$ cat src/rtl/mul_seq_pkg.sv
package mul_seq_pkg;

    typedef enum logic [2:0] {
        OP_NOP  = 3'd0,
        OP_ZERO = 3'd1,
        OP_TAG  = 3'd2,
        OP_COPY = 3'd3,
        OP_ADD  = 3'd4,
        OP_STC  = 3'd5
    } op_e;

    typedef enum logic [2:0] {
        S_IDLE,
        S_ZERO,
        S_TAG,
        S_COPY,
        S_ADD,
        S_CARRY,
        S_DONE
    } state_e;

endpackage

$ cat src/rtl/mul_seq_wclamp.sv
module mul_seq_wclamp #(
    parameter int W_MAX = 8,
    parameter int WW    = $clog2(W_MAX + 1)
) (
    input  logic [WW-1:0] width_raw,
    output logic [WW-1:0] width_eff
);
    localparam logic [WW-1:0] LIMIT = WW'(W_MAX);

    always_comb begin
        if (width_raw == '0)
            width_eff = WW'(1);
        else if (width_raw > LIMIT)
            width_eff = LIMIT;
        else
            width_eff = width_raw;
    end
endmodule

$ cat src/rtl/mul_seq_addr.sv
module mul_seq_addr #(
    parameter int ROW_AW = 8,
    parameter int CW     = 5
) (
    input  logic [ROW_AW-1:0] mcand_base,
    input  logic [ROW_AW-1:0] mplier_base,
    input  logic [ROW_AW-1:0] prod_base,
    input  logic [CW-1:0]     pass_idx,
    input  logic [CW-1:0]     bit_idx,
    input  logic [CW-1:0]     n_ops,
    output logic [ROW_AW-1:0] a_mplier,
    output logic [ROW_AW-1:0] a_mcand,
    output logic [ROW_AW-1:0] a_prod,
    output logic [ROW_AW-1:0] a_carry
);
    // Shift-and-add by addressing: pass i aligns the multiplicand at product row i.
    assign a_mplier = mplier_base + ROW_AW'(pass_idx);
    assign a_mcand  = mcand_base + ROW_AW'(bit_idx);
    assign a_prod   = prod_base + ROW_AW'(pass_idx) + ROW_AW'(bit_idx);
    assign a_carry  = prod_base + ROW_AW'(pass_idx) + ROW_AW'(n_ops);
endmodule

$ cat src/rtl/mul_seq_top.sv
module mul_seq_top #(
    parameter int ROW_AW = 8,
    parameter int W_MAX  = 8,
    parameter int WW     = $clog2(W_MAX + 1)
) (
    input  logic              clk,
    input  logic              rst_n,
    input  logic              start,
    input  logic [WW-1:0]     width,
    input  logic [ROW_AW-1:0] mcand_base,
    input  logic [ROW_AW-1:0] mplier_base,
    input  logic [ROW_AW-1:0] prod_base,
    output logic              busy,
    output logic              done,
    output logic [2:0]        op_code,
    output logic [ROW_AW-1:0] row_a,
    output logic [ROW_AW-1:0] row_b,
    output logic [ROW_AW-1:0] row_w
);
    import mul_seq_pkg::*;

    localparam int CW = $clog2(2 * W_MAX + 1);

    state_e            state_q, state_d;
    logic [CW-1:0]     pass_q, pass_d;
    logic [CW-1:0]     bit_q, bit_d;
    logic [WW-1:0]     n_q;
    logic [WW-1:0]     n_eff;
    logic [ROW_AW-1:0] mcand_q, mplier_q, prod_q;

    logic [CW-1:0]     n_c, n_last, z_last;
    logic [ROW_AW-1:0] a_mplier, a_mcand, a_prod, a_carry;
    op_e               op_w;

    mul_seq_wclamp #(.W_MAX(W_MAX), .WW(WW)) u_wclamp (
        .width_raw (width),
        .width_eff (n_eff)
    );

    assign n_c    = CW'(n_q);
    assign n_last = n_c - CW'(1);
    assign z_last = (n_c << 1) - CW'(1);

    mul_seq_addr #(.ROW_AW(ROW_AW), .CW(CW)) u_addr (
        .mcand_base  (mcand_q),
        .mplier_base (mplier_q),
        .prod_base   (prod_q),
        .pass_idx    (pass_q),
        .bit_idx     (bit_q),
        .n_ops       (n_c),
        .a_mplier    (a_mplier),
        .a_mcand     (a_mcand),
        .a_prod      (a_prod),
        .a_carry     (a_carry)
    );

    // Next state and loop counters.
    always_comb begin
        state_d = state_q;
        pass_d  = pass_q;
        bit_d   = bit_q;
        unique case (state_q)
            S_IDLE: begin
                if (start) begin
                    state_d = S_ZERO;
                    pass_d  = '0;
                    bit_d   = '0;
                end
            end
            S_ZERO: begin
                if (bit_q == z_last) begin
                    state_d = S_TAG;
                    bit_d   = '0;
                end else begin
                    bit_d = bit_q + CW'(1);
                end
            end
            S_TAG: begin
                state_d = (pass_q == '0) ? S_COPY : S_ADD;
                bit_d   = '0;
            end
            S_COPY: begin
                if (bit_q == n_last) begin
                    state_d = (n_c == CW'(1)) ? S_DONE : S_TAG;
                    pass_d  = CW'(1);
                    bit_d   = '0;
                end else begin
                    bit_d = bit_q + CW'(1);
                end
            end
            S_ADD: begin
                if (bit_q == n_last)
                    state_d = S_CARRY;
                else
                    bit_d = bit_q + CW'(1);
            end
            S_CARRY: begin
                bit_d = '0;
                if (pass_q == n_last) begin
                    state_d = S_DONE;
                end else begin
                    state_d = S_TAG;
                    pass_d  = pass_q + CW'(1);
                end
            end
            S_DONE:  state_d = S_IDLE;
            default: state_d = S_IDLE;
        endcase
    end

    // State register; operand geometry is captured only on acceptance.
    always_ff @(posedge clk or negedge rst_n) begin
        if (!rst_n) begin
            state_q  <= S_IDLE;
            pass_q   <= '0;
            bit_q    <= '0;
            n_q      <= WW'(1);
            mcand_q  <= '0;
            mplier_q <= '0;
            prod_q   <= '0;
        end else begin
            state_q <= state_d;
            pass_q  <= pass_d;
            bit_q   <= bit_d;
            if (state_q == S_IDLE && start) begin
                n_q      <= n_eff;
                mcand_q  <= mcand_base;
                mplier_q <= mplier_base;
                prod_q   <= prod_base;
            end
        end
    end

    // Per-state operation and row addresses.
    always_comb begin
        op_w  = OP_NOP;
        row_a = '0;
        row_b = '0;
        row_w = '0;
        busy  = (state_q != S_IDLE);
        done  = (state_q == S_DONE);
        unique case (state_q)
            S_IDLE: ;
            S_ZERO: begin
                op_w  = OP_ZERO;
                row_w = a_prod;
            end
            S_TAG: begin
                op_w  = OP_TAG;
                row_a = a_mplier;
            end
            S_COPY: begin
                op_w  = OP_COPY;
                row_a = a_mcand;
                row_w = a_prod;
            end
            S_ADD: begin
                op_w  = OP_ADD;
                row_a = a_mcand;
                row_b = a_prod;
                row_w = a_prod;
            end
            S_CARRY: begin
                op_w  = OP_STC;
                row_w = a_carry;
            end
            S_DONE: ;
            default: ;
        endcase
    end

    assign op_code = op_w;

endmodule

$ cat config.mk
export PLATFORM = sky130hd
export DESIGN_NAME = mul_seq_top
export DESIGN_NICKNAME = d
export VERILOG_FILES = /design/src/rtl/mul_seq_pkg.sv /design/src/rtl/mul_seq_wclamp.sv /design/src/rtl/mul_seq_addr.sv /design/src/rtl/mul_seq_top.sv
export SDC_FILE = /design/constraint.sdc
export NUM_CORES = 1
export LEC_CHECK = 0
export CORE_ASPECT_RATIO = 0.5
export CORE_MARGIN = 4
export CORE_UTILIZATION = 39
export DETAILED_ROUTE_END_ITERATION = 7
export PLACE_DENSITY = 0.64
export SLEW_MARGIN = 10
export SYNTH_ARGS = -nofsm -noshare
export SYNTH_HDL_FRONTEND = slang
export SYNTH_SLANG_ARGS = --single-unit
$ cat constraint.sdc
create_clock -name clk -period 6.8 [get_ports clk]
set_input_delay 0.68 -clock clk [delete_from_list [all_inputs] [get_ports clk]]
set_output_delay 0.68 -clock clk [all_outputs]
set_load 0.1 [all_outputs]
==> impl_metrics.tcl <==
set metrics [dict create \
    synth.area.top_cells "dfrtp_1 28%, ha_1 11%, nand2_1 10%" \
    die_w_um 143 \
    routed-via-count 3083 \
    worstPathArrival_ns 4.74 \
    path_clk_slew_ns 0.06 \
    synth_edf_count 0 \
    regToRegSetupSlack_ns 4.17 \
    grt_busiest_layer "met2" \
    drt_iter0_drc 139 \
    synth_cells 426 \
    io_buffers 59 \
    use_met1_pct 24.6 \
    viasPerCell 5.17 \
    synth_cell_types 63 \
    yosys.area.top_type "dfrtp_1" \
    whs_ns 0.479 \
    clock-sinks 41 \
    fin_crit_sh_pct 79.6 \
    critPathKind "reg2out" \
    layout-drive-gt1-share_pct 4.38 \
    async_flop_share_pct 100 \
    ctsHoldBuffers 0 \
    drv_slew 0 \
    setup_viol_count_final 0 \
    cts_setup_buffers 0 \
    drc 0 \
    yosys_warnings 0 \
    nNetsFinal 544 \
    max-cap-violations 0 \
    clockRootBuffer "clkbuf_16" \
    hold_path.class "reg2reg" \
    first_pass_iters 4 \
    clk-insertion-delay-late_ns 0.29 \
    end_kind "primary output" \
    clockBufferDepth 2 \
    syn_area_per_cell_um2 8.30 \
    cts_buffers 5 \
    cp_data_required_time_ns 6.12 \
    status "complete, no violations" \
    grt_overflow 0 \
    dp_hpwl_um 7030 \
    hold_viol 0 \
    timing.slew.headroom_pct 33.4 \
    fp.coreArea_um2 8770 \
    grt_use_met2_pct 26.6 \
    synth-seq-area-share_pct 29.0 \
    synthFlopType "dfrtp_1" \
    tritoncts "yes" \
    grt_antenna_before_repair 0 \
    grt_usage_pct 17.0 \
    cts_resized 0 \
    wl_um 8830 \
    pin_count 60 \
    die_area_um2 10700 \
    syn_area_um2 3540 \
    ys_ff_latch 41 \
    skew_ns 0.00580 \
    antenna_cells 0 \
    ant_nets 0 \
    crit_fanout 8 \
    syn_nets 492 \
    rows 24 \
    grt_pass1_wl_um 14400 \
    start_util_pct 40.3 \
    grt_pass1_vias 2896 \
    tightest_slew_ns 0.995 \
    h-tree-depth 2 \
    routedWlPerCell_um 14.8 \
    die_h_um 75.3 \
    fin_crit_ns 5.42 \
    grt_max_degree 42 \
    fillCellCount 869 \
    fmax_ghz 0.185 \
    yosys.area.top_type_share_pct 28.3 \
    grt_util_met3_pct 3.70 \
    gp_congestion 0.823 \
    rsz0062_at_grt "no" \
    cp-start-kind "flip-flop" \
    setup_tns_ns 0 \
    area_delta_synth_final_pct 23.1 \
]
## cell usage after synthesis (5+ instances only)
| master | n |
|---|---|
| a21o_1 | 11 |
| dfrtp_1 | 40 |
| nand2b_1 | 9 |
| nand3_1 | 10 |
| fa_1 | 5 |
| xnor2_1 | 20 |
| inv_1 | 17 |
| nor2_1 | 23 |
| ha_1 | 30 |
| a21oi_1 | 20 |
| o21ai_0 | 14 |
| nor3_1 | 6 |
| clkbuf_1 | 12 |
| o22ai_1 | 11 |
| nand2_1 | 96 |
| nor2b_1 | 6 |
| xor2_1 | 18 |
| a22o_1 | 6 |
## cell type report
class                   instances  area (um2)  area share [%]
clock buffers                   6         129            2.96
clock inverters                 2        10.0           0.230
inverters                      19        71.3            1.64
multi-input cells             351        2380            54.6
flip-flops and latches         41        1030            23.6
well taps                     117         146            3.36
repair buffers                 60         593            13.6
## kinds of logic after synthesis
logic type | after synthesis | synth area share (%)
AO/OA/AOI/OAI | 92 | 17.8
buffers and inverters | 34 | 3.78
XOR/XNOR | 40 | 10.7
AND/OR/NAND/NOR | 180 | 24.2
adder cells (fa/ha/maj) | 35 | 13.4
flip-flops | 41 | 29.0
multiplexers | 4 | 1.13
## per-layer routing
metal	share of wire (%)	routed length, um
met5	0	0
met4	0.66	58
met3	5.8	508
met2	42	3700
met1	52	4570
## path summary, 6_finish.rpt
path / from / to / cells past startpoint
max in group asynchronous: rst_n / mcand_q[7] / 1
min in group asynchronous: rst_n / prod_q[6] / 1
min reg2reg: mcand_q[3] / mcand_q[3] / 2
min: mcand_q[3] / mcand_q[3] / 2
max reg2reg: n_q[0] / pass_q[3] / 8
max: pass_q[0] / row_b[7] / 14
## state kept, by name, summed over array words and instances (netlist names)
| signal | flops |
|---|---|
| mcand_q | 8 |
| mplier_q | 8 |
| prod_q | 8 |
| bit_q | 5 |
| pass_q | 5 |
| n_q | 4 |
| state_q | 3 |
## placed cells by master (no fill, tap or decap), types with 2 or more instances in the layout
cell             Yosys  layout
a21o_1              11      11
a21oi_1             20      20
a221o_1              2       2
a22o_1               6       6
a31oi_1              3       3
and2_1               3       3
and3_1               4       4
clkbuf_16            0       5
clkdlybuf4s50_1      0      58
clkinv_2             0       2
dfrtp_1             40      40
fa_1                 5       5
ha_1                30      30
inv_1               17      17
inv_2                2       2
mux2i_1              4       4
nand2_1             96      96
nand2b_1             9       9
nand3_1             10      10
nand3b_1             4       4
nor2_1              23      23
nor2b_1              6       6
nor3_1               6       6
nor3b_1              3       3
o2111ai_1            3       3
o21ai_0             14      14
o21ai_1              2       2
o21bai_1             2       2
o22ai_1             11      11
o32ai_1              2       2
or3_1                4       4
xnor2_1             20      20
xnor3_1              2       2
xor2_1              18      18
## worst max-delay path: stages, from the launching register on
cell and delay (ns):
dfrtp_1 0.49, ha_1 0.22, inv_1 0.05, fa_1 0.40, nor2b_1 0.19, o22a_1 0.19
xnor2_1 0.27, inv_1 0.13, ha_1 0.32, nand2_1 0.05, o21a_1 0.21, or4b_4 0.53
xor2_1 0.15, nor2_1 0.10, clkdlybuf4s50_1 1.14
## metrics by stage
step	worst slack, ns	area (um2)	util (%)	cells
after global routing	1.10	4350	49.6	596
final	1.38	4350	49.6	596
after global placement	1.78	4210	48.1	588
after CTS	1.37	4350	49.6	596
after floorplan	1.95	3540	-	426
after detailed placement	1.70	4210	48.1	588
Power is not shown: default switching activity piles up to over one toggle a cycle in this logic, so the estimate is an artifact.
